$ cat src/rtl/isv_pkg.sv
package isv_pkg;
    localparam int STAT_W = 16;
    localparam int VEC_W  = $clog2(STAT_W + 1);

    localparam int BIT_NOACK  = 1;
    localparam int BIT_ACCRDY = 2;
    localparam int BIT_RXRDY  = 3;
    localparam int BIT_TXRDY  = 4;
    localparam int BIT_UNDER  = 10;
    localparam int BIT_OVER   = 11;
    localparam int BIT_BUSY   = 12;
    localparam int BIT_SINGLE = 15;

    localparam int DMA_RX_BIT = 15;
    localparam int DMA_TX_BIT = 7;
    localparam int TEST_FORCE_BIT = 11;

    localparam logic [STAT_W-1:0] SW_CLR_MASK = 16'h0027;
    localparam logic [STAT_W-1:0] STORE_MASK  = 16'h8C3F;
    localparam logic [STAT_W-1:0] FORCE_MASK  = 16'h003F;
    localparam logic [STAT_W-1:0] DMA_KEEP    = 16'h8080;

    typedef enum logic [2:0] {
        SEL_STATUS = 3'd0,
        SEL_MASK   = 3'd1,
        SEL_VECTOR = 3'd2,
        SEL_DMA    = 3'd3,
        SEL_TEST   = 3'd4
    } reg_sel_e;
endpackage

$ cat src/rtl/isv_ctrl_regs.sv
module isv_ctrl_regs
    import isv_pkg::*;
#(
    parameter bit NEW_REV = 1'b1
) (
    input  logic              clk,
    input  logic              rst_n,
    input  logic              mask_wr,
    input  logic              dma_wr,
    input  logic [STAT_W-1:0] wdata,
    output logic [STAT_W-1:0] mask_q,
    output logic [STAT_W-1:0] dma_q
);
    logic [STAT_W-1:0] keep;
    logic [STAT_W-1:0] dma_strip;

    generate
        if (NEW_REV) begin : g_wide_mask
            assign keep = 16'h003F;
        end else begin : g_narrow_mask
            assign keep = 16'h001F;
        end
    endgenerate

    always_comb begin
        dma_strip = '0;
        dma_strip[BIT_RXRDY] = wdata[DMA_RX_BIT];
        dma_strip[BIT_TXRDY] = wdata[DMA_TX_BIT];
    end

    always_ff @(posedge clk) begin
        if (!rst_n) begin
            mask_q <= '0;
            dma_q  <= '0;
        end else if (mask_wr) begin
            mask_q <= wdata & keep;
        end else if (dma_wr) begin
            dma_q  <= wdata & DMA_KEEP;
            mask_q <= mask_q & ~dma_strip;
        end
    end

    p_dma_strips_rx_r5: assert property (@(posedge clk) disable iff (!rst_n)
        (dma_wr && !mask_wr && wdata[DMA_RX_BIT]) |=> !mask_q[BIT_RXRDY]);
    p_dma_strips_tx_r5: assert property (@(posedge clk) disable iff (!rst_n)
        (dma_wr && !mask_wr && wdata[DMA_TX_BIT]) |=> !mask_q[BIT_TXRDY]);
endmodule

$ cat src/rtl/isv_status_word.sv
module isv_status_word
    import isv_pkg::*;
(
    input  logic              clk,
    input  logic              rst_n,
    input  logic [STAT_W-1:0] set_in,
    input  logic [STAT_W-1:0] hw_clr,
    input  logic              sw_clr_en,
    input  logic [STAT_W-1:0] sw_clr_val,
    input  logic [STAT_W-1:0] ack_in,
    output logic [STAT_W-1:0] stat_q
);
    logic [STAT_W-1:0] clr_all;
    logic [STAT_W-1:0] stat_d;

    always_comb begin
        clr_all = hw_clr | ack_in;
        if (sw_clr_en) begin
            clr_all = clr_all | (sw_clr_val & SW_CLR_MASK);
        end
        stat_d = ((stat_q & ~clr_all) | set_in) & STORE_MASK;
    end

    always_ff @(posedge clk) begin
        if (!rst_n) begin
            stat_q <= '0;
        end else begin
            stat_q <= stat_d;
        end
    end

    p_sw_clear_r7: assert property (@(posedge clk) disable iff (!rst_n)
        (sw_clr_en && sw_clr_val[BIT_NOACK] && !set_in[BIT_NOACK]) |=> !stat_q[BIT_NOACK]);
    p_ready_sticky_r7: assert property (@(posedge clk) disable iff (!rst_n)
        (sw_clr_en && stat_q[BIT_RXRDY] && !hw_clr[BIT_RXRDY] && !ack_in[BIT_RXRDY])
        |=> stat_q[BIT_RXRDY]);
    p_set_wins_r11: assert property (@(posedge clk) disable iff (!rst_n)
        set_in[BIT_NOACK] |=> stat_q[BIT_NOACK]);
endmodule

$ cat src/rtl/isv_vector_enc.sv
module isv_vector_enc
    import isv_pkg::*;
(
    input  logic              clk,
    input  logic              rst_n,
    input  logic [STAT_W-1:0] pend,
    output logic [STAT_W-1:0] onehot,
    output logic [VEC_W-1:0]  idx
);
    logic [STAT_W:0] seen;

    assign seen[0] = 1'b0;

    generate
        for (genvar i = 0; i < STAT_W; i++) begin : g_prio
            assign onehot[i]   = pend[i] & ~seen[i];
            assign seen[i + 1] = seen[i] | pend[i];
        end
    endgenerate

    always_comb begin
        idx = '0;
        for (int i = 0; i < STAT_W; i++) begin
            if (onehot[i]) begin
                idx = idx | VEC_W'(i + 1);
            end
        end
    end

    p_vec_onehot_r6: assert property (@(posedge clk) disable iff (!rst_n)
        $onehot0(onehot));
    p_vec_nonzero_r6: assert property (@(posedge clk) disable iff (!rst_n)
        (pend != '0) |-> (idx != '0));
endmodule

$ cat src/rtl/isv_out_stage.sv
module isv_out_stage
    import isv_pkg::*;
(
    input  logic              clk,
    input  logic              rst_n,
    input  logic [STAT_W-1:0] stat,
    input  logic [STAT_W-1:0] mask,
    input  logic              dma_rx_en,
    input  logic              dma_tx_en,
    output logic              irq_q,
    output logic              rx_req_q,
    output logic              tx_req_q
);
    always_ff @(posedge clk) begin
        if (!rst_n) begin
            irq_q    <= 1'b0;
            rx_req_q <= 1'b0;
            tx_req_q <= 1'b0;
        end else begin
            irq_q    <= |(stat & mask);
            rx_req_q <= stat[BIT_RXRDY] & dma_rx_en;
            tx_req_q <= stat[BIT_TXRDY] & dma_tx_en;
        end
    end

    p_rx_req_gated_r4: assert property (@(posedge clk) disable iff (!rst_n)
        rx_req_q |-> $past(dma_rx_en));
    p_tx_req_gated_r4: assert property (@(posedge clk) disable iff (!rst_n)
        tx_req_q |-> $past(dma_tx_en));
    p_irq_lag_r3: assert property (@(posedge clk) disable iff (!rst_n)
        ((stat & mask) == '0) |=> !irq_q);
endmodule

$ cat src/rtl/isv_intr_status.sv
module isv_intr_status
    import isv_pkg::*;
#(
    parameter bit NEW_REV = 1'b1,
    parameter int ADDR_W  = 3
) (
    input  logic              clk,
    input  logic              rst_n,
    input  logic              reg_wr,
    input  logic              reg_rd,
    input  logic [ADDR_W-1:0] reg_addr,
    input  logic [15:0]       reg_wdata,
    output logic [15:0]       reg_rdata,
    input  logic              evt_noack,
    input  logic              evt_acc_rdy,
    input  logic              evt_rx_rdy,
    input  logic              evt_tx_rdy,
    input  logic              evt_under,
    input  logic              evt_over,
    input  logic              evt_single,
    input  logic [15:0]       hw_clr,
    input  logic              bus_busy,
    output logic              irq,
    output logic              dma_rx_req,
    output logic              dma_tx_req
);
    reg_sel_e          sel;
    logic [STAT_W-1:0] mask_q;
    logic [STAT_W-1:0] dma_q;
    logic [STAT_W-1:0] stat_q;
    logic [STAT_W-1:0] set_vec;
    logic [STAT_W-1:0] pend;
    logic [STAT_W-1:0] onehot;
    logic [STAT_W-1:0] ack_vec;
    logic [VEC_W-1:0]  vec_idx;
    logic              wr_status;
    logic              wr_mask;
    logic              wr_dma;
    logic              wr_test;
    logic              force_low;
    logic [STAT_W-1:0] stat_view;

    assign sel       = reg_sel_e'(reg_addr[2:0]);
    assign wr_status = reg_wr && (sel == SEL_STATUS);
    assign wr_mask   = reg_wr && (sel == SEL_MASK);
    assign wr_dma    = reg_wr && (sel == SEL_DMA);
    assign wr_test   = reg_wr && (sel == SEL_TEST);
    assign force_low = NEW_REV && wr_test && reg_wdata[TEST_FORCE_BIT];

    always_comb begin
        set_vec = '0;
        set_vec[BIT_NOACK]  = evt_noack;
        set_vec[BIT_ACCRDY] = evt_acc_rdy;
        set_vec[BIT_RXRDY]  = evt_rx_rdy;
        set_vec[BIT_TXRDY]  = evt_tx_rdy;
        set_vec[BIT_UNDER]  = evt_under;
        set_vec[BIT_OVER]   = evt_over;
        set_vec[BIT_SINGLE] = evt_single;
        if (force_low) begin
            set_vec = set_vec | FORCE_MASK;
        end
    end

    assign pend    = stat_q & mask_q;
    assign ack_vec = (reg_rd && (sel == SEL_VECTOR)) ? onehot : '0;

    isv_ctrl_regs #(.NEW_REV(NEW_REV)) u_ctrl (
        .clk    (clk),
        .rst_n  (rst_n),
        .mask_wr(wr_mask),
        .dma_wr (wr_dma),
        .wdata  (reg_wdata),
        .mask_q (mask_q),
        .dma_q  (dma_q)
    );

    isv_status_word u_stat (
        .clk       (clk),
        .rst_n     (rst_n),
        .set_in    (set_vec),
        .hw_clr    (hw_clr),
        .sw_clr_en (wr_status),
        .sw_clr_val(reg_wdata),
        .ack_in    (ack_vec),
        .stat_q    (stat_q)
    );

    isv_vector_enc u_vec (
        .clk   (clk),
        .rst_n (rst_n),
        .pend  (pend),
        .onehot(onehot),
        .idx   (vec_idx)
    );

    isv_out_stage u_out (
        .clk      (clk),
        .rst_n    (rst_n),
        .stat     (stat_q),
        .mask     (mask_q),
        .dma_rx_en(dma_q[DMA_RX_BIT]),
        .dma_tx_en(dma_q[DMA_TX_BIT]),
        .irq_q    (irq),
        .rx_req_q (dma_rx_req),
        .tx_req_q (dma_tx_req)
    );

    always_comb begin
        stat_view = stat_q;
        stat_view[BIT_BUSY] = bus_busy;
    end

    always_comb begin
        reg_rdata = '0;
        case (sel)
            SEL_STATUS: reg_rdata = stat_view;
            SEL_MASK:   reg_rdata = mask_q;
            SEL_VECTOR: reg_rdata = STAT_W'(vec_idx);
            SEL_DMA:    reg_rdata = dma_q;
            default:    reg_rdata = '0;
        endcase
    end

    p_busy_view_r8: assert property (@(posedge clk) disable iff (!rst_n)
        (reg_rd && (sel == SEL_STATUS)) |-> (reg_rdata[BIT_BUSY] == bus_busy));
    p_vec_ack_clears_r6: assert property (@(posedge clk) disable iff (!rst_n)
        (reg_rd && (sel == SEL_VECTOR) && (vec_idx == VEC_W'(1)) && !set_vec[0])
        |=> !stat_q[0]);
endmodule

$ cat config.mk
export PLATFORM = sky130hd
export DESIGN_NAME = isv_intr_status
export DESIGN_NICKNAME = d
export VERILOG_FILES = /design/src/rtl/isv_pkg.sv /design/src/rtl/isv_ctrl_regs.sv /design/src/rtl/isv_status_word.sv /design/src/rtl/isv_vector_enc.sv /design/src/rtl/isv_out_stage.sv /design/src/rtl/isv_intr_status.sv
export SDC_FILE = /design/constraint.sdc
export NUM_CORES = 1
export LEC_CHECK = 0
export ABC_AREA = 0
export BUFFER_PORTS_ARGS = -buffer_cell sky130_fd_sc_hd__buf_2
export CORE_MARGIN = 3
export CORE_UTILIZATION = 53
export CTS_CLUSTER_SIZE = 12
export DETAILED_ROUTE_END_ITERATION = 10
export PLACE_DENSITY = 0.81
export SETUP_SLACK_MARGIN = 0.2
export SLEW_MARGIN = 20
export SYNTH_ARGS = -nofsm -noshare
export SYNTH_HDL_FRONTEND = slang
export SYNTH_HIERARCHICAL = 1
export SYNTH_SLANG_ARGS = --single-unit
$ cat constraint.sdc
create_clock -name clk -period 2.3 [get_ports clk]
set_clock_uncertainty 0.05 [all_clocks]
set_input_delay 0.115 -clock clk [delete_from_list [all_inputs] [get_ports clk]]
set_output_delay 0.115 -clock clk [all_outputs]
set_load 0.005 [all_outputs]
==> results of run 1 <==
-- worst paths after layout --
| check | slack, ns | cells after the start | startpoint | end |
|---|---|---|---|---|
| worst max register to register | 0.35 | 7 | u_stat/stat_q[0] | u_stat/stat_q[5] |
| worst min register to register | 0.48 | 1 | u_ctrl/dma_q[15] | u_out/rx_req_q |
| worst min-delay path | 0.002 | 2 | evt_over | u_stat/stat_q[11] |
| worst max-delay path | 0.09 | 7 | u_stat/stat_q[0] | reg_rdata[1] |
-- repair_timing --
action                     4_1_cts  5_1_grt
gates cloned                     0        0
pin swaps                        2        1
setup endpoints to repair        2        3
resized for setup               10        2
buffers inserted                 3        0
-- area by class of cell --
cell class	instances	area share
multi-input combinational	209	0.638
timing repair buffer	57	0.129
tap	48	0.0258
inverter	6	0.00966
sequential	20	0.174
clock buffer	4	0.0236
-- per-layer routing --
metal | global-route usage | vias to the layer above | part of all wire
li1 | - | 944 | -
met1 | 0.299 | 870 | 0.45
met2 | 0.383 | 77 | 0.47
met3 | 0.0243 | 11 | 0.065
met4 | 0.0657 | 0 | 0.016
met5 | 0 | - | 0
-- where the power goes --
group          internal (W)  leakage, nW  total, W  switching, W
registers          0.000360        0.166  0.000373     0.0000131
logic              0.000121        0.891  0.000253      0.000132
clock network      0.000153       0.0288  0.000280      0.000127
-- registers in the layout (all words and copies together), names as in the netlist --
signal,cells
u_out/rx_req_q,1
u_out/tx_req_q,1
u_out/irq_q,1
u_ctrl/dma_q,2
u_stat/stat_q,9
u_ctrl/mask_q,6
-- worst max-delay path: cells and delay by family, from the launching register on --
kind	cells	cell delay [ns]
buf+inv	1	0.14
compound gates	2	0.30
simple gates	3	0.91
mux	1	0.10
flops	1	0.33
-- metrics by stage --
step	area, um2	std cells	total power, W	util	hold WS, ns
2_1_floorplan	2210	281	0.000585	-	0.182
3_3_place_gp	2220	337	0.000613	0.594	0.274
3_5_place_dp	2220	337	0.000617	0.594	0.279
4_1_cts	2320	344	0.000897	0.621	0.00223
5_1_grt	2330	344	0.000954	0.623	0.00640
6_report	2330	344	0.000906	0.623	0.00157
==> impl_metrics.py, run 1 <==
metrics = {
    "status": {
        "outcome": "finished clean",
    },
    "final_layout": {
        "mostFrequentLayoutCell": "buf_2",
        "n_antenna_cell": 0,
        "final_cell_mix": "buf_2, conb_1, mux2i_1, and2_1, dfxtp_1",
        "fillers": 356,
        "multi_input_area_mm2": 0.00149,
        "area_growth_pct": 11.0,
        "final-seq-area_um2": 407,
        "nNetsFinal": 344,
        "drive_gt1_frac": 0.297,
    },
    "floorplan": {
        "pin_count": 66,
        "initial_core_util": 0.561,
        "die_x_um": 69.0,
        "die_h_um": 69.0,
        "core-area_mm2": 0.00374,
        "die_area_mm2": 0.00475,
        "rows": 22,
    },
    "clock_tree": {
        "cts_buffer_depth": 2,
        "ctsHoldBuffers": 0,
        "cts_tree": "built",
        "insertion_delay_ns": 0.26,
        "numClockSinks": 20,
        "cts_buffers": 3,
        "cts_root_buf": "clkbuf_8",
        "cts.htree.levels": 1,
        "clk_pin_slew_ns": 0.08,
    },
    "run": {
        "drv_cap": 0,
    },
    "sta": {
        "slew_headroom": 0.495,
        "rsz0062_at_grt": "yes",
        "setup_viol": 0,
        "finalSetupTns_ns": 0,
        "tightest_slew_ns": 0.748,
        "final_max_slew_viol_count": 0,
        "fin_crit_ns": 2.21,
        "timing.final.ws_setup_ns": 0.0902,
        "fmax_ghz": 0.453,
        "min_period_over_period": 0.961,
        "finalHoldViolCount": 0,
    },
    "place": {
        "io_buffers": 51,
        "post-place-ws_ns": 0.252,
        "dp.final_hpwl_mm": 3.70,
        "globalplace.congestion": 0.899,
    },
    "worst_setup_path": {
        "crit_required_ns": 2.13,
        "path_max_fanout": 6,
        "worstSetupStartpointType": "register",
        "slowest_stage": "or3_4",
        "path_cells": "and2_4 -> or3_4 -> or3_4 -> o221ai_2 -> mux2i_1 -> o22ai_1 -> buf_2",
        "worst-setup-path-type": "register to output port",
        "max_stage_delay_ns": 0.40,
        "worst_setup_path_end_kind": "output port",
        "critical_path_arrival_ns": 2.04,
        "crit_top_cell": "or3_4",
    },
    "logic_synthesis": {
        "ys_warn_count": 6,
        "netlist_area_mm2": 0.00210,
        "post_synth.cell_area_avg_um2": 8.34,
        "syn_inst": 252,
    },
    "power_and_ir_drop": {
        "worst_ir_drop_vdd_mv": 0.293,
        "power_density_mw_per_mm2": 389,
        "cellLeakagePower_nw": 1.09,
    },
    "hold_path": {
        "hold_class": "input pin to register",
    },
    "route": {
        "drt_iter0_drc": 109,
        "antenna_left": 0,
        "dr.pass1.iters": 4,
        "drc": 0,
        "viasPerCell": 5.53,
        "wire_per_inst_um": 14.6,
        "routed_wl_mm": 5.02,
        "vias": 1902,
    },
    "grt": {
        "antenna_found_initial": 0,
        "grt_pass1_wl_mm": 8.18,
        "grt_usage": 0.226,
        "grt_pass1_vias": 1828,
        "grt_max_degree": 30,
        "grt_overflow": 0,
    },
}
Note: power is estimated with default switching activity, not from simulation.
==> run 2, diff against run 1 <==
--- a/config.mk
+++ b/config.mk
@@ -7,7 +7,7 @@
 export LEC_CHECK = 0
 export ABC_AREA = 0
 export BUFFER_PORTS_ARGS = -buffer_cell sky130_fd_sc_hd__buf_2
-export CORE_MARGIN = 3
+export CORE_MARGIN = 2
 export CORE_UTILIZATION = 53
 export CTS_CLUSTER_SIZE = 12
 export DETAILED_ROUTE_END_ITERATION = 10
==> impl_metrics.py, run 2 (synthesis gave the netlist of run 1 again) <==
metrics = {
    "final_layout": {
        "fillers": 359,
        "largest_reg_flops": 9,
        "final-seq-area_um2": 407,
        "mostFrequentLayoutCell": "buf_2",
        "multi_input_area_mm2": 0.00149,
        "area_growth_pct": 11.4,
        "regMostFlops": "u_stat/stat_q",
        "nNetsFinal": 344,
        "finish.utilization": 0.625,
        "reg_top3": "u_stat/stat_q x9, u_ctrl/mask_q x6, u_ctrl/dma_q x2",
        "n_antenna_cell": 0,
        "drive_gt1_frac": 0.294,
        "final_cell_mix": "buf_2, conb_1, mux2i_1, and2_1, dfxtp_1",
    },
    "floorplan": {
        "die_area_mm2": 0.00448,
        "die_x_um": 67.0,
        "die_h_um": 67.0,
        "rows": 22,
        "pin_count": 66,
        "core-area_mm2": 0.00374,
        "initial_core_util": 0.561,
    },
    "worst_setup_path": {
        "r2r_slack_ns": 0.38,
        "critical_path_arrival_ns": 2.01,
        "ff2ff_path_depth": 7,
        "worstSetupStartpointType": "register",
        "reg2reg_to": "u_stat/stat_q[5]",
        "r2r-start": "u_stat/stat_q[0]",
        "worst_setup_path_end_kind": "output port",
        "crit_required_ns": 2.13,
        "path_max_fanout": 6,
        "worst-setup-path-type": "register to output port",
    },
    "route": {
        "wire_per_inst_um": 14.3,
        "antenna_left": 0,
        "drt_iter0_drc": 74,
        "viasPerCell": 5.47,
        "routed_wl_mm": 4.92,
        "drc": 0,
        "dr.pass1.iters": 4,
        "vias": 1880,
    },
    "clock_tree": {
        "clk_pin_slew_ns": 0.08,
        "cts_buffer_depth": 2,
        "cts_tree": "built",
        "insertion_delay_ns": 0.27,
        "numClockSinks": 20,
        "cts_buffers": 3,
        "cts.htree.levels": 1,
        "cts_root_buf": "clkbuf_8",
    },
    "power_and_ir_drop": {
        "total_power_w": 0.000911,
        "cellLeakagePower_nw": 1.08,
        "worst_ir_drop_vdd_mv": 0.371,
        "p_clk_frac": 0.311,
        "p_int_w": 0.000635,
        "p_seq_frac": 0.409,
        "power_density_mw_per_mm2": 389,
        "comb_power_share": 0.280,
        "netSwitchingFraction": 0.303,
        "p_sw_w": 0.000276,
    },
    "sta": {
        "rsz0062_at_grt": "yes",
        "final_max_slew_viol_count": 0,
        "min_period_over_period": 0.946,
        "finalSetupTns_ns": 0,
        "tightest_slew_ns": 0.790,
        "setup_viol": 0,
        "fin_crit_ns": 2.18,
        "fmax_ghz": 0.459,
        "finalHoldViolCount": 0,
        "slew_headroom": 0.466,
    },
    "place": {
        "dp.final_hpwl_mm": 3.67,
        "globalplace.congestion": 0.938,
        "io_buffers": 51,
    },
    "grt": {
        "grt_usage": 0.240,
        "grt_pass1_wl_mm": 8.25,
        "grt_max_degree": 30,
        "grt_pass1_vias": 1847,
        "grt_overflow": 0,
        "antenna_found_initial": 0,
    },
    "status": {
        "outcome": "finished clean",
    },
    "hold_path": {
        "hold_path_depth": 2,
        "hold_class": "input pin to register",
        "hold_path_end": "u_stat/stat_q[15]",
        "hp-start": "evt_single",
    },
    "run": {
        "drv_cap": 0,
    },
}
[run 2: critical path, stage by stage (launching register included)]
cell and delay, ns:
dfxtp_2 0.33, and2_4 0.17, or3_4 0.39, or3_4 0.34, o221ai_2 0.14, mux2i_1 0.10
o22ai_1 0.15, buf_2 0.13
[run 2: power groups by stage]
stage                     clock [W]  combinational, W  sequential [W]
after global placement            0          0.000232        0.000380
after CTS                  0.000285          0.000239        0.000372
after global routing       0.000303          0.000284        0.000375
final                      0.000283          0.000255        0.000373
after floorplan                   0          0.000209        0.000376
after detailed placement          0          0.000236        0.000380
[run 2: timing repair]
action / CTS / global route
endpoints found under the setup margin: 2 / 3
pin swaps: 2 / 3
gates resized for setup: 10 / 3
hold buffers: 0 / 1
hold endpoints to repair: 0 / 1
setup buffers: 3 / 0
[run 2: worst max-delay path by stage]
stage | cells after the start | start | endpoint | slack, ns
after detailed placement | 7 | u_ctrl/mask_q[1] | reg_rdata[1] | 0.25
after global placement | 7 | u_ctrl/mask_q[1] | reg_rdata[1] | 0.25
after CTS | 7 | u_stat/stat_q[0] | reg_rdata[1] | 0.11
final | 7 | u_stat/stat_q[0] | reg_rdata[1] | 0.12
after global routing | 7 | u_stat/stat_q[2] | reg_rdata[1] | 0.05
after floorplan | 8 | u_stat/stat_q[1] | u_stat/stat_q[5] | 0.39
[run 2: layer usage]
metal / vias to the layer above / wire (um) / GRT usage
li1: 937 / - / -
met1: 868 / 2230 / 0.311
met2: 68 / 2350 / 0.408
met3: 7 / 277 / 0.0321
met4: 0 / 64 / 0.0791
met5: - / 0 / 0
[run 2: cell type report]
class | instances | share of cell area
multi-input cells | 209 | 0.638
flip-flops and latches | 20 | 0.174
repair buffers | 57 | 0.129
well taps | 48 | 0.0257
clock buffers | 4 | 0.0235
inverters | 6 | 0.00962
[run 2: through the flow]
stage          cells  setup slack [ns]  hold WS [ns]  instance area [um2]
3_5_place_dp     336             0.247         0.282                 2220
4_1_cts          343             0.108       0.00515                 2320
5_1_grt          344            0.0497       0.00966                 2340
2_1_floorplan    281             0.386         0.182                 2210
3_3_place_gp     336             0.250         0.275                 2220
6_report         344             0.123       0.00566                 2340
==> run 3, diff against run 2 <==
--- a/config.mk
+++ b/config.mk
@@ -7,7 +7,6 @@
 export LEC_CHECK = 0
 export ABC_AREA = 0
 export BUFFER_PORTS_ARGS = -buffer_cell sky130_fd_sc_hd__buf_2
-export CORE_MARGIN = 2
 export CORE_UTILIZATION = 53
 export CTS_CLUSTER_SIZE = 12
 export DETAILED_ROUTE_END_ITERATION = 10
==> impl_metrics.py, run 3 (synthesis gave the netlist of run 1 again) <==
metrics = {
    "floorplan": {
        "pin_count": 66,
        "initial_core_util": 0.561,
        "die_x_um": 65.0,
        "die_area_mm2": 0.00422,
        "core-area_mm2": 0.00374,
        "rows": 22,
        "die_h_um": 65.0,
    },
    "grt": {
        "grt_usage": 0.244,
        "grt_overflow": 0,
        "grt_pass1_vias": 1763,
        "antenna_found_initial": 0,
        "grt_max_degree": 30,
        "grt_pass1_wl_mm": 8.07,
    },
    "route": {
        "viasPerCell": 5.44,
        "dr.pass1.iters": 4,
        "wire_per_inst_um": 14.2,
        "vias": 1876,
        "drt_iter0_drc": 94,
        "drc": 0,
        "antenna_left": 0,
        "routed_wl_mm": 4.91,
    },
    "sta": {
        "slew_headroom": 0.478,
        "fin_crit_ns": 2.15,
        "fmax_ghz": 0.464,
        "finalHoldViolCount": 0,
        "hold_ws_ns": 0.00260,
        "timing.final.ws_setup_ns": 0.146,
        "finalSetupTns_ns": 0,
        "tightest_slew_ns": 0.771,
        "min_period_over_period": 0.937,
        "setup_viol": 0,
        "final_max_slew_viol_count": 0,
        "rsz0062_at_grt": "yes",
    },
    "worst_setup_path": {
        "worst_setup_path_end_kind": "output port",
        "cp_top_family": "simple AND/OR/NAND/NOR gates",
        "crit_required_ns": 2.13,
        "worstSetupStartpointType": "register",
        "critical_path_arrival_ns": 1.99,
        "slowest_stage": "or3_4",
        "worst-setup-path-type": "register to output port",
        "max_stage_delay_ns": 0.38,
        "path_cells": "and2_4 -> or3_4 -> or3_4 -> o221ai_2 -> mux2i_1 -> o22ai_1 -> buf_2",
        "cp_num_buf_inv": 1,
        "r2r_slack_ns": 0.41,
        "crit_top_cell": "or3_4",
        "path_max_fanout": 5,
    },
    "clock_tree": {
        "insertion_delay_ns": 0.26,
        "cts.htree.levels": 1,
        "numClockSinks": 20,
        "clk_pin_slew_ns": 0.07,
        "cts_tree": "built",
        "cts_buffers": 3,
        "cts_buffer_depth": 2,
        "cts_root_buf": "clkbuf_8",
    },
    "place": {
        "post-place-ws_ns": 0.349,
        "globalplace.congestion": 0.915,
        "dpl_cell_area_mm2": 0.00223,
        "io_buffers": 51,
        "dp.final_hpwl_mm": 3.70,
    },
    "final_layout": {
        "nNetsFinal": 346,
        "largest_reg_flops": 9,
        "regMostFlops": "u_stat/stat_q",
        "finalInstanceArea_mm2": 0.00235,
        "fillers": 352,
        "reg_top3": "u_stat/stat_q x9, u_ctrl/mask_q x6, u_ctrl/dma_q x2",
        "area_growth_pct": 11.7,
        "mostFrequentLayoutCell": "buf_2",
        "drive_gt1_frac": 0.316,
        "n_antenna_cell": 0,
        "final_cell_mix": "buf_2, conb_1, mux2i_1, and2_1",
    },
    "status": {
        "outcome": "finished clean",
    },
    "run": {
        "drv_cap": 0,
    },
    "power_and_ir_drop": {
        "cellLeakagePower_nw": 1.09,
        "worst_ir_drop_vdd_mv": 0.241,
        "power_density_mw_per_mm2": 368,
    },
    "hold_path": {
        "hold_class": "input pin to register",
    },
}
## run 3: metrics by stage
step | instances | utilization | power [W]
detailed placement | 338 | 0.596 | 0.000617
floorplan | 281 | - | 0.000585
global placement | 338 | 0.596 | 0.000613
finish | 345 | 0.627 | 0.000864
CTS | 345 | 0.621 | 0.000856
global route | 345 | 0.627 | 0.000917
## run 3: layer usage
layer,track usage,vias to the layer above,wire length [um]
met3,0.0317,5,203
li1,-,941,-
met4,0.0639,0,42
met1,0.307,882,2280
met2,0.430,48,2380
met5,0,-,0
## run 3: final timing paths
path | from | end | cells after the start
hold reg to reg | u_ctrl/mask_q[3] | u_ctrl/mask_q[3] | 2
setup / recovery | u_stat/stat_q[1] | reg_rdata[1] | 7
hold / removal | evt_single | u_stat/stat_q[15] | 2
setup reg to reg | u_stat/stat_q[1] | u_stat/stat_q[5] | 7
## run 3: area by class of cell
type,instances,area (um2),share of cell area
flip-flops and latches,20,410,0.175
multi-input cells,209,1500,0.638
inverters,6,22.5,0.00959
repair buffers,59,315,0.134
clock buffers,3,41.3,0.0176
well taps,48,60.1,0.0256
## run 3: repair_timing
action | CTS | global route
setup endpoints to repair | 2 | 3
buffers inserted | 4 | 0
endpoints found under the hold margin | 0 | 0
pin swaps | 0 | 0
hold buffers | 0 | 0
resized for setup | 10 | 9
## run 3: report_power, final
part | internal (W) | leakage, nW | switching (W) | total (W)
logic | 0.000123 | 0.905 | 0.000132 | 0.000254
registers | 0.000361 | 0.167 | 0.0000130 | 0.000374
clock network | 0.000117 | 0.0216 | 0.000119 | 0.000236
total | 0.000600 | 1.09 | 0.000264 | 0.000864
## run 3: worst reg2reg max path: stages (launching register included)
cell and delay [ns]:
dfxtp_2 0.33, and2_4 0.16, or3_4 0.38, or3_4 0.35, nor2_1 0.12, and2_1 0.16
nor3b_2 0.05, o211a_1 0.19
